## src/rtl/sysstamp_pkg.sv

```systemverilog
package sysstamp_pkg;
  localparam int ADDR_W = 12;

  localparam logic [ADDR_W-1:0] OFS_MODE    = 12'h000;
  localparam logic [ADDR_W-1:0] OFS_STAT    = 12'h004;
  localparam logic [ADDR_W-1:0] OFS_CNT_LO  = 12'h008;
  localparam logic [ADDR_W-1:0] OFS_CNT_HI  = 12'h00C;
  localparam logic [ADDR_W-1:0] OFS_SCALE_A = 12'h010;
  localparam logic [ADDR_W-1:0] OFS_CAPS    = 12'h01C;
  localparam logic [ADDR_W-1:0] OFS_SCALE_B = 12'h0D0;
  localparam logic [ADDR_W-1:0] OFS_SCALE_X = 12'h0D4;
  localparam logic [ADDR_W-1:0] OFS_IDBASE  = 12'hFD0;

  localparam logic [ADDR_W-1:0] OFS_VIEW_LO = 12'h000;
  localparam logic [ADDR_W-1:0] OFS_VIEW_HI = 12'h004;

  localparam int MODE_W   = 5;
  localparam int MODE_EN  = 0;
  localparam int MODE_SCL = 2;

  localparam logic [31:0] CAPS_WORD = 32'h0002_0001;

  // identification byte for slot idx (0..11 from 0xFD0), per frame
  function automatic logic [7:0] id_byte(input logic [3:0] idx, input logic view);
    logic [7:0] b;
    case (idx)
      4'd0:    b = 8'h04;
      4'd4:    b = view ? 8'hBB : 8'hBA;
      4'd5:    b = 8'hB0;
      4'd6:    b = 8'h0B;
      4'd8:    b = 8'h0D;
      4'd9:    b = 8'hF0;
      4'd10:   b = 8'h05;
      4'd11:   b = 8'hB1;
      default: b = 8'h00;
    endcase
    return b;
  endfunction
endpackage

```

## src/rtl/sysstamp_accum.sv

```systemverilog
module sysstamp_accum #(
  parameter int DATA_W  = 32,
  parameter int FRAC_W  = 24,
  parameter int SCALE_W = 32
) (
  input  logic                clk,
  input  logic                rst_n,
  input  logic                tick_i,
  input  logic                en_i,
  input  logic                scen_i,
  input  logic [SCALE_W-1:0]  scale_i,
  input  logic                ld_lo_i,
  input  logic                ld_hi_i,
  input  logic [DATA_W-1:0]   ld_data_i,
  output logic [2*DATA_W-1:0] count_o
);
  localparam int CNT_W = 2 * DATA_W;
  localparam int ACC_W = CNT_W + FRAC_W;
  localparam int HALVES = 2;

  logic [ACC_W-1:0]  acc_q, acc_d, step;
  logic [CNT_W-1:0]  cnt, cnt_ld;
  logic [HALVES-1:0] ld_sel;
  logic              ld_any, adv, upd;

  assign cnt    = acc_q[ACC_W-1:FRAC_W];
  assign ld_sel = {ld_hi_i, ld_lo_i};
  assign ld_any = |ld_sel;
  assign adv    = en_i & tick_i;
  assign upd    = ld_any | adv;

  generate
    for (genvar h = 0; h < HALVES; h++) begin : g_half
      assign cnt_ld[h*DATA_W +: DATA_W] = ld_sel[h] ? ld_data_i : cnt[h*DATA_W +: DATA_W];
    end
  endgenerate

  always_comb begin
    step = scen_i ? ACC_W'(scale_i) : (ACC_W'(1) << FRAC_W);
  end

  always_comb begin
    acc_d = acc_q;
    if (ld_any) begin
      acc_d = {cnt_ld, {FRAC_W{1'b0}}};
    end else if (adv) begin
      acc_d = acc_q + step;
    end
  end

  always_ff @(posedge clk or negedge rst_n) begin
    if (!rst_n) begin
      acc_q <= '0;
    end else if (upd) begin
      acc_q <= acc_d;
    end
  end

  assign count_o = cnt;
endmodule

```

## src/rtl/sysstamp_cfg_regs.sv

```systemverilog
module sysstamp_cfg_regs
  import sysstamp_pkg::*;
#(
  parameter int DATA_W  = 32,
  parameter int FRAC_W  = 24,
  parameter int SCALE_W = 32
) (
  input  logic               clk,
  input  logic               rst_n,
  input  logic               wr_mode_i,
  input  logic               wr_scale_i,
  input  logic [DATA_W-1:0]  wdata_i,
  output logic [MODE_W-1:0]  mode_o,
  output logic [SCALE_W-1:0] scale_o
);
  localparam logic [SCALE_W-1:0] SCALE_RST = SCALE_W'(1) << FRAC_W;

  logic [MODE_W-1:0]  mode_q, mode_d;
  logic [SCALE_W-1:0] scale_q, scale_d;

  always_comb begin
    mode_d  = wdata_i[MODE_W-1:0];
    scale_d = SCALE_W'(wdata_i);
  end

  always_ff @(posedge clk or negedge rst_n) begin
    if (!rst_n) begin
      mode_q <= '0;
    end else if (wr_mode_i) begin
      mode_q <= mode_d;
    end
  end

  always_ff @(posedge clk or negedge rst_n) begin
    if (!rst_n) begin
      scale_q <= SCALE_RST;
    end else if (wr_scale_i) begin
      scale_q <= scale_d;
    end
  end

  assign mode_o  = mode_q;
  assign scale_o = scale_q;
endmodule

```

## src/rtl/sysstamp_rd_mux.sv

```systemverilog
module sysstamp_rd_mux
  import sysstamp_pkg::*;
#(
  parameter int DATA_W  = 32,
  parameter int SCALE_W = 32
) (
  input  logic                rd_i,
  input  logic                view_i,
  input  logic [ADDR_W-1:0]   addr_i,
  input  logic [MODE_W-1:0]   mode_i,
  input  logic [SCALE_W-1:0]  scale_i,
  input  logic [2*DATA_W-1:0] count_i,
  output logic [DATA_W-1:0]   rdata_o
);
  logic       in_id;
  logic [3:0] id_idx;
  logic [DATA_W-1:0] lo_w, hi_w;

  assign lo_w   = count_i[DATA_W-1:0];
  assign hi_w   = count_i[2*DATA_W-1:DATA_W];
  assign in_id  = (addr_i >= OFS_IDBASE) && (addr_i[1:0] == 2'b00);
  assign id_idx = addr_i[5:2] - 4'd4;

  always_comb begin
    rdata_o = '0;
    if (rd_i) begin
      if (in_id) begin
        rdata_o = DATA_W'(id_byte(id_idx, view_i));
      end else if (!view_i) begin
        case (addr_i)
          OFS_MODE:    rdata_o = DATA_W'(mode_i);
          OFS_CNT_LO:  rdata_o = lo_w;
          OFS_CNT_HI:  rdata_o = hi_w;
          OFS_SCALE_A,
          OFS_SCALE_B: rdata_o = DATA_W'(scale_i);
          OFS_CAPS:    rdata_o = DATA_W'(CAPS_WORD);
          default:     rdata_o = '0;
        endcase
      end else begin
        case (addr_i)
          OFS_VIEW_LO: rdata_o = lo_w;
          OFS_VIEW_HI: rdata_o = hi_w;
          default:     rdata_o = '0;
        endcase
      end
    end
  end
endmodule

```

## src/rtl/sysstamp_ctr.sv

```systemverilog
module sysstamp_ctr
  import sysstamp_pkg::*;
#(
  parameter int DATA_W  = 32,
  parameter int FRAC_W  = 24,
  parameter int SCALE_W = 32
) (
  input  logic                clk,
  input  logic                rst_n,
  input  logic                tick_i,
  input  logic                bus_req,
  input  logic                bus_wr,
  input  logic                bus_frame,
  input  logic [ADDR_W-1:0]   bus_addr,
  input  logic [DATA_W-1:0]   bus_wdata,
  output logic [DATA_W-1:0]   bus_rdata,
  output logic [2*DATA_W-1:0] count_o
);
  localparam int CNT_W = 2 * DATA_W;

  logic [1:0]         rst_pipe;
  logic               rst_sync_n;
  logic               wr_ctl, wr_mode, wr_scale, ld_lo, ld_hi, rd_en;
  logic [MODE_W-1:0]  mode_q;
  logic [SCALE_W-1:0] scale_q;
  logic [CNT_W-1:0]   cnt;

  always_ff @(posedge clk or negedge rst_n) begin
    if (!rst_n) begin
      rst_pipe <= 2'b00;
    end else begin
      rst_pipe <= {rst_pipe[0], 1'b1};
    end
  end
  assign rst_sync_n = rst_pipe[1];

  assign wr_ctl   = bus_req & bus_wr & ~bus_frame;
  assign wr_mode  = wr_ctl & (bus_addr == OFS_MODE);
  assign wr_scale = wr_ctl & ((bus_addr == OFS_SCALE_A) | (bus_addr == OFS_SCALE_B));
  assign ld_lo    = wr_ctl & (bus_addr == OFS_CNT_LO);
  assign ld_hi    = wr_ctl & (bus_addr == OFS_CNT_HI);
  assign rd_en    = bus_req & ~bus_wr;

  sysstamp_cfg_regs #(.DATA_W(DATA_W), .FRAC_W(FRAC_W), .SCALE_W(SCALE_W)) u_regs (
    .clk        (clk),
    .rst_n      (rst_sync_n),
    .wr_mode_i  (wr_mode),
    .wr_scale_i (wr_scale),
    .wdata_i    (bus_wdata),
    .mode_o     (mode_q),
    .scale_o    (scale_q)
  );

  sysstamp_accum #(.DATA_W(DATA_W), .FRAC_W(FRAC_W), .SCALE_W(SCALE_W)) u_accum (
    .clk       (clk),
    .rst_n     (rst_sync_n),
    .tick_i    (tick_i),
    .en_i      (mode_q[MODE_EN]),
    .scen_i    (mode_q[MODE_SCL]),
    .scale_i   (scale_q),
    .ld_lo_i   (ld_lo),
    .ld_hi_i   (ld_hi),
    .ld_data_i (bus_wdata),
    .count_o   (cnt)
  );

  sysstamp_rd_mux #(.DATA_W(DATA_W), .SCALE_W(SCALE_W)) u_rd (
    .rd_i    (rd_en),
    .view_i  (bus_frame),
    .addr_i  (bus_addr),
    .mode_i  (mode_q),
    .scale_i (scale_q),
    .count_i (cnt),
    .rdata_o (bus_rdata)
  );

  assign count_o = cnt;
endmodule

```

## config.mk

```make
export PLATFORM = sky130hd
export DESIGN_NAME = sysstamp_ctr
export DESIGN_NICKNAME = d
export VERILOG_FILES = /design/src/rtl/sysstamp_pkg.sv /design/src/rtl/sysstamp_accum.sv /design/src/rtl/sysstamp_cfg_regs.sv /design/src/rtl/sysstamp_rd_mux.sv /design/src/rtl/sysstamp_ctr.sv
export SDC_FILE = /design/constraint.sdc
export NUM_CORES = 1
export LEC_CHECK = 0
export BUFFER_PORTS_ARGS = -buffer_cell sky130_fd_sc_hd__buf_2
export CORE_UTILIZATION = 35
export DETAILED_ROUTE_END_ITERATION = 10
export PLACE_DENSITY = 0.62
export SLEW_MARGIN = 20
export SYNTH_ARGS = -nofsm -noshare
export SYNTH_HDL_FRONTEND = slang
export SYNTH_SLANG_ARGS = --single-unit
```

## constraint.sdc

```tcl
create_clock -name clk -period 9.69 [get_ports clk]
set_input_delay 1.938 -clock clk [delete_from_list [all_inputs] [get_ports clk]]
set_output_delay 1.938 -clock clk [all_outputs]
set_load 0.05 [all_outputs]
```

==> run_results.csv <==
group,metric,value,unit
worst_setup_path,start_kind,"primary input",
hold_path,hold_path_class,"reg2async",
grt,antenna_found_initial,0,
worst_setup_path,critPathMaxFanout,20,
timing,min_period_over_period,79.00,%
layout,final_nets,1458,
pwr,max-vdd-ir-drop,0.1126,mV
floorplan,chipWidth,177.0,um
grt,use_met1,38.90,%
clock_tree,cts_buffers,17,
grt,grtUsageTotal,26.62,%
grt,use_met3,6.465,%
placed_design,dp_hpwl,30020,um
clock_tree,post-cts-setup-buffers,0,
detailed_routing,avgRoutedWirePerCell,23.40,um
worst_setup_path,end_kind,"output port",
clock_tree,ctsResizeCount,0,
timing,finalCriticalPeriod,7655,ps
floorplan,rows,63,
worst_setup_path,cp.required,7750,ps
grt,grtUsageMet2,37.66,%
worst_setup_path,reg2reg_depth,12,
logic_synthesis,ys_async_sr_fraction,100.0,%
floorplan,coreArea,29870,sq um
layout,area_growth,11.38,%
clock_tree,cts_root_buf,"clkbuf_16",
detailed_routing,vias,11270,
pwr,power.density,114.7,nW/um^2
pwr,p_leak,5.183,nW
placed_design,io_buffers,145,
grt,grt_busiest_layer,"met1",
logic_synthesis,synthDistinctLibCells,86,
timing,setup_viol,0,
logic_synthesis,synth.area.top_cells,"dfrtp_1 29%, nand2_1 6.5%, a21oi_1 5.1%",
floorplan,die-area,31340,sq um
timing,setup_tns,0,ps
detailed_routing,drtAntennaViolNets,0,
clock_tree,clk_latency,430,ps
grt,grt_first_pass_wirelength,63360,um
layout,layout_common_cells,"187 x nand2_1, 145 x buf_2, 125 x dfrtp_1",
grt,grt_pass1_vias,10190,
pwr,seqPwrFrac,39.8,%
logic_synthesis,yosysWarnings,0,
floorplan,ios,146,
timing,drv_slew,0,
layout,layout_commonest_cell,"nand2_1",
floorplan,start_util,35.89,%
placed_design,place_area,11260,sq um
detailed_routing,drt_iter0_drc,1320,
worst_setup_path,worstPathArrival,5720,ps
worst_setup_path,r2r_slack,5500,ps
logic_synthesis,synth-main-ff-cell,"dfrtp_1",
timing,rsz0062_at_grt,"false",
pwr,switching_share,24.44,%
logic_synthesis,ys_ff_latch,127,
clock_tree,cts_tree,"yes",
worst_setup_path,critPathKind,"in2out",
logic_synthesis,syn_inst,1348,
outcome,outcome,"complete, no violations",
pwr,switchingPower,0.3347,mW
pwr,power_frac_clock,53.1,%
layout,final_area,11940,sq um
timing,timing_hold_violations_final,0,
pwr,p_comb_share,7.1,%
timing,slew_headroom,24.72,%
pwr,p_int,1.035,mW
logic_synthesis,yosysTopAreaCellShare,29.41,%
logic_synthesis,synth-edff-count,0,
flow_run,maxCapViolCount,0,
timing,fmax,130.6,MHz
grt,overflow,0,
grt,grt_max_degree,77,
floorplan,die_h,177.0,um
layout,drive_above_1_share,19.52,%
placed_design,place_congestion,0.9421,
layout,diodes,0,
logic_synthesis,avgSynthCellArea,7.954,sq um
clock_tree,htree_levels,4,
detailed_routing,drt_wl_total,41610,um
logic_synthesis,yosysTopAreaCell,"dfrtp_1",
logic_synthesis,synth_area,10720,sq um
clock_tree,clk_path_buf_depth,2,
clock_tree,hold_buffers,0,
detailed_routing,vias_per_cell,6.340,
logic_synthesis,ys_seq_area_share,29.65,%
logic_synthesis,syn_nets,1431,
detailed_routing,dr.pass1.iters,6,
timing,worst_clock_skew,9.260,ps
clock_tree,path_clk_slew,60,ps
clock_tree,clock-sinks,127,
timing,worst_pin_slew,1117,ps
detailed_routing,drc,0,
Yosys cell counts, drive strengths merged, types with 18 or more instances:
library cell and instances:
a211oi 20, a21oi 110, a221o 22, and2 36, and3 18, buf 80, clkbuf 79, dfrtp 126
ha 32, inv 21, mux2 38, nand2 190, nand3 41, nand4 31, nor2 75, nor3 55
nor4 21, o21ai 73, o22ai 39
cell families after synthesis:
logic type,after synthesis,synth area share (%)
mux,45,4.680
buf+inv,180,8.986
fa+ha+maj,33,3.921
flops,127,29.65
xor+xnor,21,1.716
compound gates,417,26.43
simple gates,524,24.58
other cells,1,0.03498
critical path: stages:
cell	delay [ps]
buf_2	120
or4_1	510
or4_1	620
a2111oi_4	930
buf_4	450
a221oi_1	160
a21oi_1	160
a21oi_1	60
a211oi_1	410
buf_2	350
final timing paths:
check                                 startpoint           endpoint
worst min-delay path                 rst_pipe[1]  u_accum.acc_q[13]
worst max register to register  u_regs.mode_o[2]  u_accum.acc_q[67]
worst max-delay path                 bus_addr[5]       bus_rdata[8]
worst min register to register       rst_pipe[1]  u_accum.acc_q[13]
min in group clk                     rst_pipe[0]        rst_pipe[1]
max in group asynchronous                  rst_n        rst_pipe[1]
metal layers:
layer / routed length (um) / up-vias
li1: - / 5032
met1: 18280 / 5469
met2: 17100 / 694
met3: 4962 / 77
met4: 1260 / 0
met5: 0 / -
metrics by stage:
| stage | util, % | setup slack [ps] | power, mW | instances | hold WS [ps] |
|---|---|---|---|---|---|
| 6_report | 39.97 | 2035 | 1.370 | 1778 | 280.5 |
| 4_1_cts | 39.86 | 2003 | 1.373 | 1777 | 354.7 |
| 5_1_grt | 39.97 | 1899 | 1.404 | 1778 | 332.4 |
| 3_3_place_gp | 37.68 | 2056 | 0.6477 | 1745 | 336.7 |
| 2_1_floorplan | - | 2645 | 0.6152 | 1348 | 331.2 |
| 3_5_place_dp | 37.68 | 2008 | 0.6495 | 1745 | 339.7 |
flip-flops by register name, indices dropped and copies added (netlist names):
signal and cells:
rst_pipe 2, u_accum.acc_q 88, u_regs.mode_o 5, u_regs.scale_o 32
final cells by class:
type,instances,area [sq um]
inverter,21,78.83
clock inverter,10,185.2
clock buffer,22,464.2
sequential,127,3183
timing repair buffer,167,923.4
tap,390,488.0
fill,3051,17930
multi-input combinational,1041,6619
power by group through the flow:
| stage | Clock [mW] | Sequential, mW | Combinational (mW) |
|---|---|---|---|
| 2_1_floorplan | 0 | 0.555 | 0.0601 |
| 5_1_grt | 0.752 | 0.546 | 0.106 |
| 6_report | 0.727 | 0.545 | 0.0978 |
| 3_5_place_dp | 0 | 0.558 | 0.0914 |
| 4_1_cts | 0.733 | 0.548 | 0.0920 |
| 3_3_place_gp | 0 | 0.558 | 0.0899 |
Power figures use the tool's default switching activity.
